<file path="config.mk">
export PLATFORM = sky130hd
export DESIGN_NAME = sync_hunt_rx
export DESIGN_NICKNAME = d
export VERILOG_FILES = /design/src/rtl/sync_hunt_pkg.sv /design/src/rtl/sync_hunt_pattern_match.sv /design/src/rtl/sync_hunt_byte_asm.sv /design/src/rtl/sync_hunt_frame_ctl.sv /design/src/rtl/sync_hunt_rx.sv
export SDC_FILE = /design/constraint.sdc
export NUM_CORES = 1
export LEC_CHECK = 0
export CAP_MARGIN = 20
export CORE_MARGIN = 2
export CORE_UTILIZATION = 45
export DETAILED_ROUTE_END_ITERATION = 12
export PLACE_DENSITY = 0.77
export SLEW_MARGIN = 20
export SYNTH_ARGS = -nofsm -noshare
export SYNTH_HDL_FRONTEND = slang
export SYNTH_SLANG_ARGS = --single-unit
</file>
<file path="constraint.sdc">
create_clock -name clk -period 1.7 [get_ports clk]
set_input_delay 0.255 -clock clk [delete_from_list [all_inputs] [get_ports clk]]
set_output_delay 0.255 -clock clk [all_outputs]
set_load 0.02 [all_outputs]
</file>
<file path="src/rtl/sync_hunt_pkg.sv">
package sync_hunt_pkg;
   localparam logic [2:0] MODE_BYTE_SYNC = 3'b101;
   localparam int CTL_TC_EN   = 16;
   localparam int CTL_LEN_LSB = 17;
   localparam int BYTE_W      = 8;

   typedef struct packed {
      logic                eof;
      logic [BYTE_W-1:0]   data;
   } rx_beat_t;
endpackage

</file>
<file path="src/rtl/sync_hunt_pattern_match.sv">
module sync_hunt_pattern_match #(
   parameter int MAX_BYTES = 4
) (
   input  logic                   clk,
   input  logic                   rst_n,
   input  logic                   bit_en,
   input  logic                   rx_bit,
   input  logic [8*MAX_BYTES-1:0] pattern,
   input  logic [1:0]             len_code,
   output logic                   match
);
   localparam int WIN_W = 8 * MAX_BYTES;

   logic [WIN_W-1:0] window_q;
   logic [WIN_W-1:0] window_next;
   logic [WIN_W-1:0] mask;

   assign window_next = {window_q[WIN_W-2:0], rx_bit};

   for (genvar b = 0; b < MAX_BYTES; b++) begin : g_mask
      assign mask[8*b +: 8] = {8{(2'(b) <= len_code)}};
   end

   assign match = bit_en && (((window_next ^ pattern) & mask) == '0);

   always_ff @(posedge clk or negedge rst_n) begin
      if (!rst_n)      window_q <= '0;
      else if (bit_en) window_q <= window_next;
   end
endmodule

</file>
<file path="src/rtl/sync_hunt_byte_asm.sv">
module sync_hunt_byte_asm #(
   parameter int BYTE_W = 8
) (
   input  logic              clk,
   input  logic              rst_n,
   input  logic              clr,
   input  logic              shift_en,
   input  logic              rx_bit,
   output logic              byte_done,
   output logic [BYTE_W-1:0] byte_val
);
   localparam int CNT_W = $clog2(BYTE_W);

   logic [CNT_W-1:0]  cnt_q;
   logic [BYTE_W-2:0] shreg_q;

   assign byte_done = shift_en && (cnt_q == CNT_W'(BYTE_W - 1));
   assign byte_val  = {shreg_q, rx_bit};

   always_ff @(posedge clk or negedge rst_n) begin
      if (!rst_n) begin
         cnt_q   <= '0;
         shreg_q <= '0;
      end else if (clr) begin
         cnt_q   <= '0;
      end else if (shift_en) begin
         shreg_q <= {shreg_q[BYTE_W-3:0], rx_bit};
         cnt_q   <= byte_done ? '0 : cnt_q + 1'b1;
      end
   end
endmodule

</file>
<file path="src/rtl/sync_hunt_frame_ctl.sv">
module sync_hunt_frame_ctl #(
   parameter int TC_W = 16
) (
   input  logic            clk,
   input  logic            rst_n,
   input  logic            clr,
   input  logic            byte_done,
   input  logic            tc_en,
   input  logic [TC_W-1:0] tc_last,
   output logic            frame_end
);
   logic [TC_W-1:0] count_q;

   assign frame_end = byte_done && tc_en && (count_q == tc_last);

   always_ff @(posedge clk or negedge rst_n) begin
      if (!rst_n)         count_q <= '0;
      else if (clr)       count_q <= '0;
      else if (byte_done) count_q <= count_q + 1'b1;
   end
endmodule

</file>
<file path="src/rtl/sync_hunt_rx.sv">
module sync_hunt_rx
   import sync_hunt_pkg::*;
#(
   parameter int MAX_SYNC_BYTES = 4,
   parameter int TC_W           = 16
) (
   input  logic        clk,
   input  logic        rst_n,
   input  logic        rx_bit,
   input  logic        bit_en,
   input  logic [2:0]  rx_mode,
   input  logic [31:0] sync_pat,
   input  logic [31:0] ctl,
   input  logic        hunt_req,
   output logic [7:0]  out_data,
   output logic        out_valid,
   input  logic        out_ready,
   output logic        out_eof,
   output logic        hunting
);
   localparam int PAT_W = 8 * MAX_SYNC_BYTES;

   if (MAX_SYNC_BYTES != 4) begin : g_bad_sync
      $error("sync_hunt_rx: the 2-bit length code needs MAX_SYNC_BYTES == 4");
   end
   if (TC_W < 1 || TC_W > 16) begin : g_bad_tc
      $error("sync_hunt_rx: TC_W must lie in 1..16");
   end

   logic [2:0] mode_q;
   logic       force_hunt, acquire, shift_en, match;
   logic       byte_done, frame_end;
   logic [7:0] byte_val;
   rx_beat_t   beat_q;
   logic       unused_ctl;

   assign unused_ctl = ^ctl[31:19] ^ ^ctl[15:TC_W-1] ^ ^sync_pat[31:PAT_W-1];

   assign force_hunt = hunt_req || (rx_mode != MODE_BYTE_SYNC) || (rx_mode != mode_q);
   assign acquire    = hunting && !force_hunt && match;
   assign shift_en   = !hunting && !force_hunt && bit_en;

   sync_hunt_pattern_match #(.MAX_BYTES(MAX_SYNC_BYTES)) u_match (
      .clk      (clk),
      .rst_n    (rst_n),
      .bit_en   (bit_en),
      .rx_bit   (rx_bit),
      .pattern  (sync_pat[PAT_W-1:0]),
      .len_code (ctl[CTL_LEN_LSB +: 2]),
      .match    (match)
   );

   sync_hunt_byte_asm #(.BYTE_W(BYTE_W)) u_asm (
      .clk       (clk),
      .rst_n     (rst_n),
      .clr       (hunting || force_hunt),
      .shift_en  (shift_en),
      .rx_bit    (rx_bit),
      .byte_done (byte_done),
      .byte_val  (byte_val)
   );

   sync_hunt_frame_ctl #(.TC_W(TC_W)) u_frame (
      .clk       (clk),
      .rst_n     (rst_n),
      .clr       (hunting || force_hunt),
      .byte_done (byte_done),
      .tc_en     (ctl[CTL_TC_EN]),
      .tc_last   (ctl[TC_W-1:0]),
      .frame_end (frame_end)
   );

   always_ff @(posedge clk or negedge rst_n) begin
      if (!rst_n) begin
         mode_q  <= '0;
         hunting <= 1'b1;
      end else begin
         mode_q <= rx_mode;
         if (force_hunt)     hunting <= 1'b1;
         else if (acquire)   hunting <= 1'b0;
         else if (frame_end) hunting <= 1'b1;
      end
   end

   always_ff @(posedge clk or negedge rst_n) begin
      if (!rst_n) begin
         out_valid <= 1'b0;
         beat_q    <= '0;
      end else if (byte_done && (!out_valid || out_ready)) begin
         out_valid <= 1'b1;
         beat_q    <= '{eof: frame_end, data: byte_val};
      end else if (out_valid && out_ready) begin
         out_valid <= 1'b0;
      end
   end

   assign out_data = beat_q.data;
   assign out_eof  = beat_q.eof;
endmodule

</file>
==> summary.md <==
| Metric | Value |
|---|---|
| Crit share post-route | `1.03` |
| GP Congestion | `0.776` |
| DIE WIDTH | `90.9 um` |
| DR vias/cell | `5.05` |
| Total congestion overflow | `0` |
| Adder-cell share of the synthesized area | `0.0111` |
| End of the critical path | `out_data[7]$_DFFE_PN0P_` |
| Yosys top cell by area | `dfrtp_1` |
| Actual slew at the worst max-slew pin | `between 0.3 and 0.4 ns` |
| CTS Buffer Depth | `2` |
| Number of diodes | `0` |
| Detailed placer's ending HPWL | `4770 um` |
| FF+latch count, synth | `71` |
| Worst setup path class | `reg2reg` |
| Register area share after synthesis | `0.524` |
| Initial Util | `0.466` |
| Failing checks | `setup timing` |
| Initial DRC count | `93` |
| Area contributors post-synth | `dfrtp_1, mux2_2, xnor2_1` |
| Crit path DAT | `approximately 2.0 ns` |
| Slew margin rel. | `0.750` |
| Synth top cells by count | `dfrtp_1, mux2_2, xnor2_1, xor2_1, nor2_1` |
| IO Port Bufs | `70` |
| Gate Count Post-Synth | `between 200 and 300` |
| Reg2reg start | `mode_q[1]$_DFF_PN0_` |
| Post-synthesis xor/xnor area fraction | `0.150` |
| Min Tclk post-route | `~1.8 ns` |
| CP Max Fanout | `9` |
| Final Power | `0.00458 W` |
| Worst hold slack | `0.374 ns` |
| Worst Setup SP | `mode_q[1]$_DFF_PN0_` |
| CTS Buf Count | `9` |
| Die Ht | `90.9 um` |
| Post-Synth Simple-Gate Area | `0.116` |
| Status | `finished, violations left` |
| Final ANT Viol Nets | `0` |
| Max-cap violations | `0` |
| First-pass GRT wire length | `around 12000 um` |
| Setup Skew | `0.00564 ns` |
| Crit. End Element | `flip-flop` |
| Fraction of registers with async set/reset | `1.00` |
| Htree depth | `3` |
| Share of cells above drive strength 1 | `0.305` |
| Largest net degree at the start of global routing | `a little over 70` |
| Drt pass-1 iters | `4` |
| RSZ-0062 raised after global routing | `yes` |
| Synth Area in Compound Gates | `0.0276` |
| All-Layer GR Usage | `0.175` |
| Dpl ws | `-0.385 ns` |
| Mux share of post-synthesis cell area | `0.156` |
| Top cell type's share of synthesized area | `0.516` |
| Synth Flop Type | `dfrtp_1` |
| Startpoint types | `flip-flop` |
| Initial antenna violation count | `0` |
| Post-synth EDFFs | `0` |
| Total number of yosys warnings | `0` |
| Largest family of logic cells by synthesized area | `multiplexers` |
| WL/cell | `approximately 15 um` |
| Ports | `84` |
| Slowest CP cell | `dfrtp_1` |
| Vias in the first global route | `2527` |
| Clock latency on the worst-skew pair | `0.34 ns` |
| Routed wire length | `7060 um` |
| Worst R2R End | `out_data[7]$_DFFE_PN0P_` |
| Fmax | `569 MHz` |
| Layout area overhead | `39.2%` |
| Clock sink total | `71` |
| Power Dens Cells | `970 nW/um2` |
| Post-synthesis cell type count | `32` |
| DRC | `0` |
| HP Class | `in2reg` |
| Core area | `7290 um2` |
| Syn_area_per_cell | `12.3 um2` |
| Cell with the most instances after synthesis | `dfrtp_1` |
| Post-Syn Area | `3390 um2` |
| Static leakage | `1.96 nW` |
| Crit path cell chain | `nor4bb_1, nand4b_1, or2_4, nor2_4, nand2_4, mux2_2` |
| Nets | `451` |
| Reg2reg path depth | `6` |
| Final setup fails | `13` |
| Clk slew on worst S/H paths | `0.08 ns` |
| Peak supply drop | `903 uV` |
| DR vias | `2419` |
| Slowest stage delay, CP | `~0.36 ns` |
| # rows | `31` |
| Die area | `between 8000 and 9000 um2` |
| Final Slew Violations | `0` |
| Root Buffer | `clkbuf_8` |
| Syn nets | `between 300 and 400` |
| Final Hold Vio Count | `0` |
| Setup WS post-layout | `-0.0567 ns` |
| CP required | `1.93 ns` |
| CTS tree | `done` |
| Reg2Reg Setup Slack | `-0.06 ns` |
layout by cell type (no fill, tap or decap), drive strengths merged, types with 6 or more instances in the layout:
cell,synthesis,layout
nor4,7,7
clkbuf,5,9
xnor2,35,35
nand3,7,7
xor2,23,23
nor2,15,15
buf,2,24
a21oi,10,10
mux2,47,47
or3,6,6
dfrtp,70,70
nand2,12,12
nand4,9,9
o21ai,7,7
clkdlybuf4s50,0,68
per-layer routing:
| layer | global-route usage | wire [um] | share of wire |
|---|---|---|---|
| met5 | 0 | 0 | 0 |
| met4 | 0.0417 | 48 | 0.0068 |
| met3 | 0.0559 | 365 | 0.052 |
| met2 | 0.307 | 3550 | 0.50 |
| met1 | 0.208 | 3100 | 0.44 |
repair_timing:
action / in CTS / in global routing
gates resized for setup: 9 / 17
endpoints found under the setup margin: 27 / 28
hold buffers: 1 / 0
pin swaps: 5 / 5
endpoints found under the hold margin: 70 / 0
setup buffers: 0 / 5
sequential cells by signal (all words and copies together), names as in the netlist:
signal and count:
u_match.window_q 31, u_frame.count_q 16, out_data 8, u_asm.shreg_q 7, mode_q 3, u_asm.cnt_q 3, hunting 1, out_eof 1
out_valid 1
worst min-delay path by stage:
stage / startpoint / end / slack, ns / depth (start not counted)
floorplan: rst_n / mode_q[0]$_DFF_PN0_ / -0.04 / 0
global placement: rst_n / out_data[4]$_DFFE_PN0P_ / 0.31 / 2
detailed placement: rst_n / out_data[6]$_DFFE_PN0P_ / 0.31 / 2
CTS: rx_mode[1] / mode_q[1]$_DFF_PN0_ / 0.36 / 1
global route: rx_mode[0] / mode_q[0]$_DFF_PN0_ / 0.36 / 1
finish: rx_mode[1] / mode_q[1]$_DFF_PN0_ / 0.37 / 1
area by class of cell:
type / instances / area (um2)
Clock inverter: 7 / 97.6
Sequential cell: 71 / 1780
Inverter: 4 / 15.0
Fill cell: 589 / 2570
Multi-Input combinational cell: 195 / 1680
Clock buffer: 9 / 124
Tap cell: 99 / 124
Timing Repair Buffer: 94 / 906
power breakdown:
part / switching, W / internal, W / leakage, nW
clock: 0.000649 / 0.000827 / 0.105
combinational: 0.000278 / 0.000560 / 0.925
sequential: 0.000278 / 0.00199 / 0.929
total: 0.00121 / 0.00338 / 1.96
worst max-delay path, delay by kind of cell, from the launching register on:
family,cells,cell delay (ns)
simple gates,5,0.98
flops,1,0.36
mux,1,0.29
logic make-up (layout without fill, tap and decap cells):
logic type / after synthesis / in the layout
simple gates: 69 / 69
compound gates: 18 / 18
flops: 71 / 71
mux: 47 / 47
fa+ha+maj: 3 / 3
buf+inv: 11 / 114
xor+xnor: 58 / 58
through the flow:
stage                     cells  instance area (um2)   util  TNS, ns
after floorplan             277                 3400      -        0
after global placement      457                 4340  0.595    -8.91
after detailed placement    457                 4340  0.595    -9.94
after CTS                   474                 4610  0.632   -0.783
after global routing        479                 4720  0.648    -2.58
final                       479                 4720  0.648   -0.515
(Power assumes the default switching activity.)
